==> src/rtl/wcm_pkg.sv <==
package wcm_pkg;
  parameter int unsigned FILT_LEN = 3;
  parameter int unsigned SYNC_STAGES = 2;
endpackage

==> src/rtl/wcm_sync.sv <==
module wcm_sync #(
  parameter int unsigned W      = 16,
  parameter int unsigned STAGES = wcm_pkg::SYNC_STAGES
) (
  input  logic         clk_i,
  input  logic         rst_ni,
  input  logic [W-1:0] d_i,
  output logic [W-1:0] q_o
);
  logic [W-1:0] stage_q [STAGES];

  always_ff @(posedge clk_i or negedge rst_ni) begin
    if (!rst_ni) stage_q[0] <= '0;
    else         stage_q[0] <= d_i;
  end

  for (genvar s = 1; s < STAGES; s++) begin : g_stage
    always_ff @(posedge clk_i or negedge rst_ni) begin
      if (!rst_ni) stage_q[s] <= '0;
      else         stage_q[s] <= stage_q[s-1];
    end
  end

  assign q_o = stage_q[STAGES-1];
endmodule

==> src/rtl/wcm_filter.sv <==
module wcm_filter #(
  parameter int unsigned W   = 16,
  parameter int unsigned LEN = wcm_pkg::FILT_LEN
) (
  input  logic         clk_i,
  input  logic         rst_ni,
  input  logic         restart_i,
  input  logic         tick_i,
  input  logic [W-1:0] din_i,
  input  logic [W-1:0] snap_i,
  output logic         full_o,
  output logic [W-1:0] chg_o
);
  localparam int unsigned CW = $clog2(LEN + 1);
  localparam logic [CW-1:0] CNT_FULL = CW'(LEN);

  logic [CW-1:0] cnt_q;

  // samples taken since last sleep entry, saturating at LEN
  always_ff @(posedge clk_i or negedge rst_ni) begin
    if (!rst_ni)                          cnt_q <= '0;
    else if (restart_i)                   cnt_q <= '0;
    else if (tick_i && cnt_q != CNT_FULL) cnt_q <= cnt_q + 1'b1;
  end

  assign full_o = (cnt_q == CNT_FULL);

  for (genvar i = 0; i < W; i++) begin : g_pin
    logic [LEN-1:0] hist_q;
    logic           agree;

    always_ff @(posedge clk_i or negedge rst_ni) begin
      if (!rst_ni)        hist_q <= '0;
      else if (restart_i) hist_q <= '0;
      else if (tick_i)    hist_q <= {hist_q[LEN-2:0], din_i[i]};
    end

    assign agree    = (&hist_q) | ~(|hist_q);
    assign chg_o[i] = full_o & agree & (hist_q[0] != snap_i[i]);
  end
endmodule

==> src/rtl/wake_change_monitor.sv <==
module wake_change_monitor #(
  parameter int unsigned N_PINS = 16
) (
  input  logic              clk_i,
  input  logic              rst_ni,
  input  logic [N_PINS-1:0] pins_i,
  input  logic              sleep_enter_i,
  input  logic              sample_tick_i,
  input  logic [N_PINS-1:0] wake_en_i,
  input  logic              gpio_wake_sel_i,
  input  logic              filt_en_i,
  input  logic [N_PINS-1:0] analog_i,
  input  logic              clear_i,
  output logic              wake_req_o,
  output logic              gpio_wake_sts_o
);
  logic [N_PINS-1:0] pin_sync;
  logic [N_PINS-1:0] din;
  logic [N_PINS-1:0] snap_q;
  logic [N_PINS-1:0] raw_chg;
  logic [N_PINS-1:0] filt_chg;
  logic [N_PINS-1:0] sel_chg;
  logic              filt_full;
  logic              armed_q;
  logic              sts_q;
  logic              hit;

  wcm_sync #(.W(N_PINS)) u_sync (
    .clk_i  (clk_i),
    .rst_ni (rst_ni),
    .d_i    (pins_i),
    .q_o    (pin_sync)
  );

  // analog pins read as 1 at the digital input
  assign din = pin_sync | analog_i;

  always_ff @(posedge clk_i or negedge rst_ni) begin
    if (!rst_ni)            snap_q <= '0;
    else if (sleep_enter_i) snap_q <= din;
  end

  wcm_filter #(.W(N_PINS)) u_filt (
    .clk_i     (clk_i),
    .rst_ni    (rst_ni),
    .restart_i (sleep_enter_i),
    .tick_i    (sample_tick_i),
    .din_i     (din),
    .snap_i    (snap_q),
    .full_o    (filt_full),
    .chg_o     (filt_chg)
  );

  assign raw_chg = din ^ snap_q;
  assign sel_chg = filt_en_i ? filt_chg : raw_chg;
  assign hit     = armed_q & gpio_wake_sel_i & (|(sel_chg & wake_en_i));

  always_ff @(posedge clk_i or negedge rst_ni) begin
    if (!rst_ni)            armed_q <= 1'b0;
    else if (sleep_enter_i) armed_q <= 1'b1;
    else if (clear_i)       armed_q <= 1'b0;
  end

  always_ff @(posedge clk_i or negedge rst_ni) begin
    if (!rst_ni)                       sts_q <= 1'b0;
    else if (sleep_enter_i || clear_i) sts_q <= 1'b0;
    else if (hit)                      sts_q <= 1'b1;
  end

  assign wake_req_o      = sts_q;
  assign gpio_wake_sts_o = sts_q;
endmodule

==> config.mk <==
export PLATFORM = sky130hd
export DESIGN_NAME = wake_change_monitor
export DESIGN_NICKNAME = d
export VERILOG_FILES = /design/src/rtl/wcm_pkg.sv /design/src/rtl/wcm_sync.sv /design/src/rtl/wcm_filter.sv /design/src/rtl/wake_change_monitor.sv
export SDC_FILE = /design/constraint.sdc
export NUM_CORES = 1
export LEC_CHECK = 0
export BUFFER_PORTS_ARGS = -buffer_cell sky130_fd_sc_hd__buf_2
export CAP_MARGIN = 10
export CORE_MARGIN = 2
export CORE_UTILIZATION = 42
export CTS_BUF_LIST = sky130_fd_sc_hd__clkbuf_4
export CTS_CLUSTER_SIZE = 20
export DETAILED_ROUTE_END_ITERATION = 10
export PLACE_DENSITY_LB_ADDON = 0.05
export SYNTH_ARGS = -nofsm -noshare
export SYNTH_HDL_FRONTEND = slang
export SYNTH_SLANG_ARGS = --single-unit
==> constraint.sdc <==
create_clock -name clk_i -period 2 [get_ports clk_i]
set_input_delay 0.3 -clock clk_i [delete_from_list [all_inputs] [get_ports clk_i]]
set_output_delay 0.3 -clock clk_i [all_outputs]
set_load 0.05 [all_outputs]
Word level (Yosys, flattened, before mapping)
Cells that the tools add are included.
Widths: inputs -> output; s select.

cells by class
  bitwise operators = 69
  add/sub/neg operators = 1
  reductions and logical operators = 39
  $mul = 0
  equality and inequality tests = 18
  divide/modulo/power cells = 0
  shift-type cells = 0
  order comparisons = 0
  mux-type cells = 39

operators by type and width
  kind                 count
  $mux 3               32
  $reduce_and 3->1     16
  $reduce_or 3->1      16
  $and 1x1->1          34
  $and 16x16->16       1
  $mux 16              1
  $ne 1x1->1           16
  $not 1->1            16
  $or 1x1->1           16
  $or 16x16->16        1
  $reduce_or 16->1     1
  $xor 16x16->16       1
  $reduce_bool 2->1    4
  $mux 1               4
  $mux 2               2
  $add 2x1->2 const B  1
  $eq 2x2->1 const B   1
  $ne 2x2->1 const B   1
  $logic_and 1x1->1    1
  $logic_or 1x1->1     1

word-level totals
  flip-flop bits (word level) = 100
  bits in writable memories = 0
  input port bits = 55
  bits in latches = 0
  bits in read-only memories = 0
  output and inout bits = 2
  memories kept = 0

Logic depth before layout (Yosys ltp)
Gate-level depths: netlist of the first run.

  word-level depth = 11
  depth in mapped cells = 6
  mapped depth without buffers = 6

Modules after synthesis
From an unflattened synthesis of the first run, not the netlist that was laid out.

second synthesis, totals
  cell total of the unflattened synthesis = 397
  area total of the unflattened synthesis = 4,642.0 um^2

by module, submodules not included
  module               seq. area each (um^2)  cells each  times used  area each (um^2)
  wcm_filter           1,251.2                213         1           2,457.4
  wake_change_monitor  450.4                  136         1           1,263.7
  wcm_sync             800.8                  48          1           920.9

Worst setup path after synthesis of the first run
OpenSTA, ideal clock, no wires.

  kind = reg-to-reg
  from = reg u_filt.g_pin[1].hist_q[0]
  to = reg sts_q, in the netlist gpio_wake_sts_o
  period minus slack after synthesis = 1,594 ps
  arrival time = 1,468 ps
  setup slack = 406 ps
  cell stages (with the launch flop) = 7
  setup time = 126 ps
  path through = dfrtp_1 -> and4b_1 -> o21ai_1 -> nand4_1 -> or4_1 -> a21boi_1 -> o21ai_1

on the way
  word-level cells in the longest chain between the ends = 10

RTL lines
  what                                    RTL line                   RTL
  start: declaration                      wcm_filter.sv:29           logic [LEN-1:0] hist_q;
  start signal: assignment                wcm_filter.sv:35           else if (tick_i) hist_q <= {hist_q[LEN-2:0], din_i[i]};
  $reduce_or 3->1                         wcm_filter.sv:38           assign agree = (&hist_q) | ~(|hist_q);
  $not 1->1                               wcm_filter.sv:38
  $or 1x1->1                              wcm_filter.sv:38
  $and 1x1->1                             wcm_filter.sv:39           assign chg_o[i] = full_o & agree & (hist_q[0] != snap_i[i]);
  $and 1x1->1 (*)                         wcm_filter.sv:39
  $mux 16 (*)                             wake_change_monitor.sv:55  assign sel_chg = filt_en_i ? filt_chg : raw_chg;
  $and 16x16->16 (*)                      wake_change_monitor.sv:56  assign hit = armed_q & gpio_wake_sel_i & (|(sel_chg & wake_en_i));
  $reduce_or 16->1 (*)                    wake_change_monitor.sv:56
  $and 1x1->1 (*)                         wake_change_monitor.sv:56
  $reduce_bool 2->1 (no source line) (*)  -
  end signal: assignment                  wake_change_monitor.sv:65  if (!rst_ni) sts_q <= 1'b0;
  end signal: assignment                  wake_change_monitor.sv:66  else if (sleep_enter_i || clear_i) sts_q <= 1'b0;
  end signal: assignment                  wake_change_monitor.sv:67  else if (hit) sts_q <= 1'b1;
  end: declaration                        wake_change_monitor.sv:25  logic sts_q;

Every way passes the cells marked *; elsewhere a longest branch is shown, timed or not.
A chain may end at the register's enable or synchronous reset.

Worst setup path in the final report of the first run
  from = reg u_filt.g_pin[3].hist_q[0]
  to = reg sts_q, in the netlist gpio_wake_sts_o

on the way
  word-level cells in the longest chain between the ends = 10

RTL lines
  what                                    RTL line
  start: declaration                      wcm_filter.sv:29
  start signal: assignment                wcm_filter.sv:35
  $reduce_or 3->1                         wcm_filter.sv:38
  $not 1->1                               wcm_filter.sv:38
  $or 1x1->1                              wcm_filter.sv:38
  $and 1x1->1                             wcm_filter.sv:39
  $and 1x1->1 (*)                         wcm_filter.sv:39
  $mux 16 (*)                             wake_change_monitor.sv:55
  $and 16x16->16 (*)                      wake_change_monitor.sv:56
  $reduce_or 16->1 (*)                    wake_change_monitor.sv:56
  $and 1x1->1 (*)                         wake_change_monitor.sv:56
  $reduce_bool 2->1 (no source line) (*)  -

Marks and branches as above.

==> metrics.cfg, run 1 <==
[die]
fp.coreArea_mm2=0.009639
rows=36
die_w_um=103.0
io_pins=57
initial_core_util=0.4272
die_height_um=103.0
design.die.area_mm2=0.01061

[worst_setup_path]
r2r-start=u_filt.g_pin[3].hist_q[0]$_DFFE_PN0P_
cp_data_arrival_time_ns=2.19
critPathLaunch=u_filt.g_pin[3].hist_q[0]$_DFFE_PN0P_
r2r-end=gpio_wake_sts_o$_DFFE_PN0P_
r2r.worst_path.cells=6
required_ns=2.37
crit_path_end_kind=register
endpoint=gpio_wake_sts_o$_DFFE_PN0P_
start_kind=register
path_max_fanout=4
r2r_slack_ns=0.18
crit_type=reg -> reg

[finish]
multi_input_area_mm2=0.001540
post-route-util=0.5053
final_layout_size_suffix_gt1_frac=0.1778
syn_to_final_growth_pct=18.29
register_area_mm2=0.002502
layout.cells.most_common=dfrtp_1
layout_common_cells=dfrtp_1, nor2_1, buf_2, mux2i_1
antenna_cells=0
filler_cell_count=927
finalNetCount=485

[placed_design]
gp_congestion=0.7301
port_buffers=56
place_ws_ns=0.1491
hpwlAfterDp_um=5523

[clocking]
path_clk_slew_ns=0.15
cts-root-buf=clkbuf_4
post_cts_buffers=0
clock-sinks=100
cts_max_level=3
cts_tree=yes
worstSkewPairLatency_ns=0.46
cts_hold_buf=17
cts_buffer_depth=2
cts_resized=0
cts_made_buffers=9

[grt]
grt_pass1_vias=2695
antenna_found_initial=0
grt_pass1_wl_um=13430
track_usage=0.1672
grt_max_degree=85
overflow=0

[drt]
vias_per_cell=4.986
drc=0
drt_iter0_markers=81
drt-total-wl_um=8097
routedWlPerCell_um=14.31
vias=2822
drt_first_pass_iters=4
detail-route-antenna-nets=0

[yosys]
synth_area_mm2=0.004118
synthCells=356
avgSynthCellArea_um2=11.57
synth_warnings=0
synthTopCellsByArea=dfrtp_1, mux2i_1, nor2_1
synth-seq-cells=100
ys_seq_area_frac=0.6077
yosysTopAreaCell=dfrtp_1
yosysTopAreaCellShare=0.6077
yosysUniqueCellTypes=26
syn-num-nets=412

[timing]
fin_tns_setup_ns=0
worst_slack_ns=0.1757
max-slew-margin-rel=0.6815
setup_viol=0
slew_viol_final=0
fmax_ghz=0.5482
finalHoldViolations=0
period_needed_ns=1.824
worst_pin_slew_ns=0.4713
rsz0062_at_grt=no
finalCritPeriodShare=0.9121
finalClockSkew_ns=0.01935

[min_path]
hold_path.class=in -> reg

[run]
cap_violations=0

[power_and_ir_drop]
vdd_drop_max_mv=0.4254
power_per_cell_area_mw_per_mm2=737.6
leakagePower_uw=0.002262

[outcome]
status=finished, final reports clean

[synthesized netlist by cell type]
master / number
a21oi_1: 17
nor4b_1: 16
clkbuf_1: 5
dfrtp_1: 100
buf_1: 8
o21ai_0: 9
inv_1: 1
o31ai_1: 1
a211oi_1: 16
a22oi_1: 7
mux2i_1: 33
nor4bb_1: 1
nor2_1: 83
or4_1: 1
nand3_1: 1
ha_1: 1
o21ai_1: 8
nand4_1: 5
buf_2: 3
xnor2_1: 17
nand2_1: 3
and4b_1: 16
a21boi_1: 1
a21o_1: 1
buf_4: 1
nor2b_1: 1
[layer usage]
metal	wire length, um	vias to the layer above	global-route usage
met4	118	0	0.05466
li1	-	1406	-
met3	346	9	0.04746
met2	3496	51	0.2418
met1	4135	1356	0.2438
met5	0	-	0
[how the worst min path moves through the flow]
stage	start	to	slack [ns]	cells past startpoint
3_5_place_dp	rst_ni	u_filt.g_pin[9].hist_q[0]$_DFFE_PN0P_	0.28	1
6_report	clear_i	armed_q$_DFFE_PN0N_	0.13	3
4_1_cts	clear_i	armed_q$_DFFE_PN0N_	0.11	3
2_1_floorplan	rst_ni	armed_q$_DFFE_PN0N_	0.004	0
3_3_place_gp	rst_ni	u_filt.g_pin[9].hist_q[0]$_DFFE_PN0P_	0.28	1
5_1_grt	clear_i	armed_q$_DFFE_PN0N_	0.11	3
[state kept, by name, summed over array words and instances, names as in the netlist]
name / cells
gpio_wake_sts_o: 1
u_filt.g_pin.hist_q: 48
u_sync.stage_q: 16
u_sync.q_o: 16
snap_q: 16
u_filt.cnt_q: 2
armed_q: 1
[metrics by stage]
stage                     cells  total power (uW)  hold WS, ns  area, um^2
after global routing        566              3797       0.1080        4871
final                       566              3593       0.1315        4871
after floorplan             356              2507     0.004409        4118
after detailed placement    534              2706       0.2803        4591
after CTS                   566              3663       0.1053        4871
after global placement      534              2700       0.2838        4591
[final cells by class]
cell class / instances / share of cell area
inverters: 1 / 0.0007706
well taps: 133 / 0.03416
multi-input cells: 238 / 0.3162
clock buffers: 9 / 0.01387
repair buffers: 79 / 0.1125
flip-flops and latches: 100 / 0.5137
clock inverters: 6 / 0.008734
[critical path, cell delays in order, from the launching register on]
cell	delay (ns)
dfrtp_1	0.44
and4b_1	0.21
o21ai_1	0.18
nand4_1	0.16
or4_1	0.53
a21boi_1	0.16
o21ai_1	0.07
[cell families after synthesis]
kind of cell / Yosys count / share of synthesized area
flops: 100 / 0.6077
compound gates: 60 / 0.08873
fa+ha+maj: 1 / 0.003038
mux: 33 / 0.08022
buf+inv: 18 / 0.01823
xor+xnor: 17 / 0.03616
simple gates: 127 / 0.1659
[report_power, final]
group / total [uW] / leakage, uW / internal (uW) / switching [uW]
combinational: 467 / 0.000975 / 228 / 240
sequential: 2220 / 0.00123 / 2130 / 84.3
clock: 910 / 0.0000578 / 248 / 661
total: 3590 / 0.00226 / 2610 / 985
Power figures use the tool's default switching activity.
==> inputs of run 2 (changes only) <==
CORE_UTILIZATION = 51   (was 42)
==> run 2 against run 1 <==
  * Clock power is 30% higher
  * Register-to-register slack worse by 0.03 ns
  * Via count is 2.1% higher
  * Power is 7.7% higher
  * Final cell count is 5.5% lower
  * Cell area stayed put
  * Highest routed layer unchanged
  * Core utilization is 12 points higher
==> metrics.cfg, run 2 (same netlist as run 1, synthesis figures left out) <==
[clocking]
cts_max_level=3
worstSkewPairLatency_ns=0.45
cts_tree=yes
cts_buffer_depth=2
clock-sinks=100
cts_made_buffers=9
cts-root-buf=clkbuf_4
path_clk_slew_ns=0.15
cts_resized=0

[worst_setup_path]
required_ns=2.33
r2r-end=gpio_wake_sts_o$_DFFE_PN0P_
path_max_fanout=4
endpoint=gpio_wake_sts_o$_DFFE_PN0P_
critPathLaunch=u_filt.g_pin[4].hist_q[0]$_DFFE_PN0P_
crit_type=reg -> reg
r2r_slack_ns=0.14
r2r.worst_path.cells=6
start_kind=register
r2r-start=u_filt.g_pin[4].hist_q[0]$_DFFE_PN0P_
cp_data_arrival_time_ns=2.19
crit_path_end_kind=register

[die]
io_pins=57
die_w_um=93.86
rows=32
initial_core_util=0.5301
design.die.area_mm2=0.008809
die_height_um=93.86
fp.coreArea_mm2=0.007767

[timing]
worst_slack_ns=0.1439
rsz0062_at_grt=no
period_needed_ns=1.856
finalHoldViolations=0
finalClockSkew_ns=0.02191
finalCritPeriodShare=0.9281
fin_tns_setup_ns=0
whs_ns=0.1333
fmax_ghz=0.5388
slew_viol_final=0
worst_pin_slew_ns=0.4096
setup_viol=0
max-slew-margin-rel=0.7232

[power_and_ir_drop]
seq_power_share=0.574
p_clk_frac=0.306
leakagePower_uw=0.002283
p_int_uw=2871
p_sw_frac=0.2578
vdd_drop_max_mv=0.5039
switching_power_uw=997.1
p_comb_frac=0.121
total_power_uw=3868
power_per_cell_area_mw_per_mm2=794.1

[drt]
drc=0
detail-route-antenna-nets=0
drt-total-wl_um=8211
vias=2880
drt_iter0_markers=129
vias_per_cell=5.383
drt_first_pass_iters=4
routedWlPerCell_um=15.35

[finish]
layout.cells.most_common=dfrtp_1
multi_input_area_mm2=0.001540
filler_cell_count=649
register_area_mm2=0.002502
final_area_mm2=0.004871
largest_reg_flops=48
antenna_cells=0
top_register=u_filt.g_pin.hist_q
syn_to_final_growth_pct=18.29
finalNetCount=485
final_layout_size_suffix_gt1_frac=0.1778
layout_common_cells=dfrtp_1, nor2_1, buf_2, mux2i_1

[grt]
antenna_found_initial=0
grt_max_degree=67
grt_pass1_wl_um=13480
grt_pass1_vias=2684
track_usage=0.1984
overflow=0

[outcome]
status=finished, final reports clean

[placed_design]
port_buffers=56
placed_cell_area_mm2=0.004539
hpwlAfterDp_um=5531
place_ws_ns=0.1655
gp_congestion=0.7566

[min_path]
hold_path.class=in -> reg

[run]
cap_violations=0

[run 2: cell count changes in the layout (fill, tap and decap cells not counted)]
cell	delta
clkinv_4	-2
buf_12	-1
clkinvlp_4	-1
inv_6	+3
bufinv_16	+2
buf_4	+1
clkinv_2	-2
[run 2: worst max-delay path, stage by stage (launching register included)]
cell      delay (ns)
dfrtp_1         0.44
and4b_1         0.21
o21ai_0         0.26
nand4_1         0.13
or4_1           0.50
a21boi_1        0.16
o21ai_1         0.07
[run 2: power groups by stage]
stage | Sequential (uW) | Clock [uW] | Combinational [uW]
3_5_place_dp | 2260 | 0 | 447
4_1_cts | 2220 | 1220 | 475
5_1_grt | 2240 | 1300 | 527
6_report | 2220 | 1180 | 466
3_3_place_gp | 2250 | 0 | 440
2_1_floorplan | 2240 | 0 | 272
[run 2: worst min-delay path by stage]
stage                                             end  cells after the start  slack [ns]   startpoint
4_1_cts                           armed_q$_DFFE_PN0N_                      3        0.11      clear_i
3_5_place_dp   u_filt.g_pin[12].hist_q[1]$_DFFE_PN0P_                      1        0.26       rst_ni
2_1_floorplan                     armed_q$_DFFE_PN0N_                      0       0.004       rst_ni
5_1_grt                         snap_q[5]$_DFFE_PN0P_                      3        0.12  analog_i[5]
6_report                          armed_q$_DFFE_PN0N_                      3        0.13      clear_i
3_3_place_gp   u_filt.g_pin[12].hist_q[1]$_DFFE_PN0P_                      1        0.26       rst_ni
[run 2: area by class of cell]
cell class	count	area share
Tap cell	102	0.02620
Clock buffer	9	0.01387
Timing Repair Buffer	79	0.1099
Inverter	1	0.0007706
Clock inverter	6	0.01927
Multi-Input combinational cell	238	0.3162
Sequential cell	100	0.5137
[run 2: repair_timing]
| action | 4_1_cts | 5_1_grt |
|---|---|---|
| hold endpoints to repair | 44 | 0 |
| hold buffers | 17 | 0 |
| buffers inserted | 0 | 0 |
[run 2: per-stage QoR]
stage | utilization | instances
2_1_floorplan | - | 356
3_3_place_gp | 0.5844 | 503
3_5_place_dp | 0.5844 | 503
4_1_cts | 0.6271 | 535
5_1_grt | 0.6271 | 535
6_report | 0.6271 | 535
[run 2: routing by layer]
metal  global-route usage  share of wire
met1               0.2914           0.49
met2               0.2988           0.46
met3              0.04815          0.039
met4              0.05072          0.010
met5                    0              0
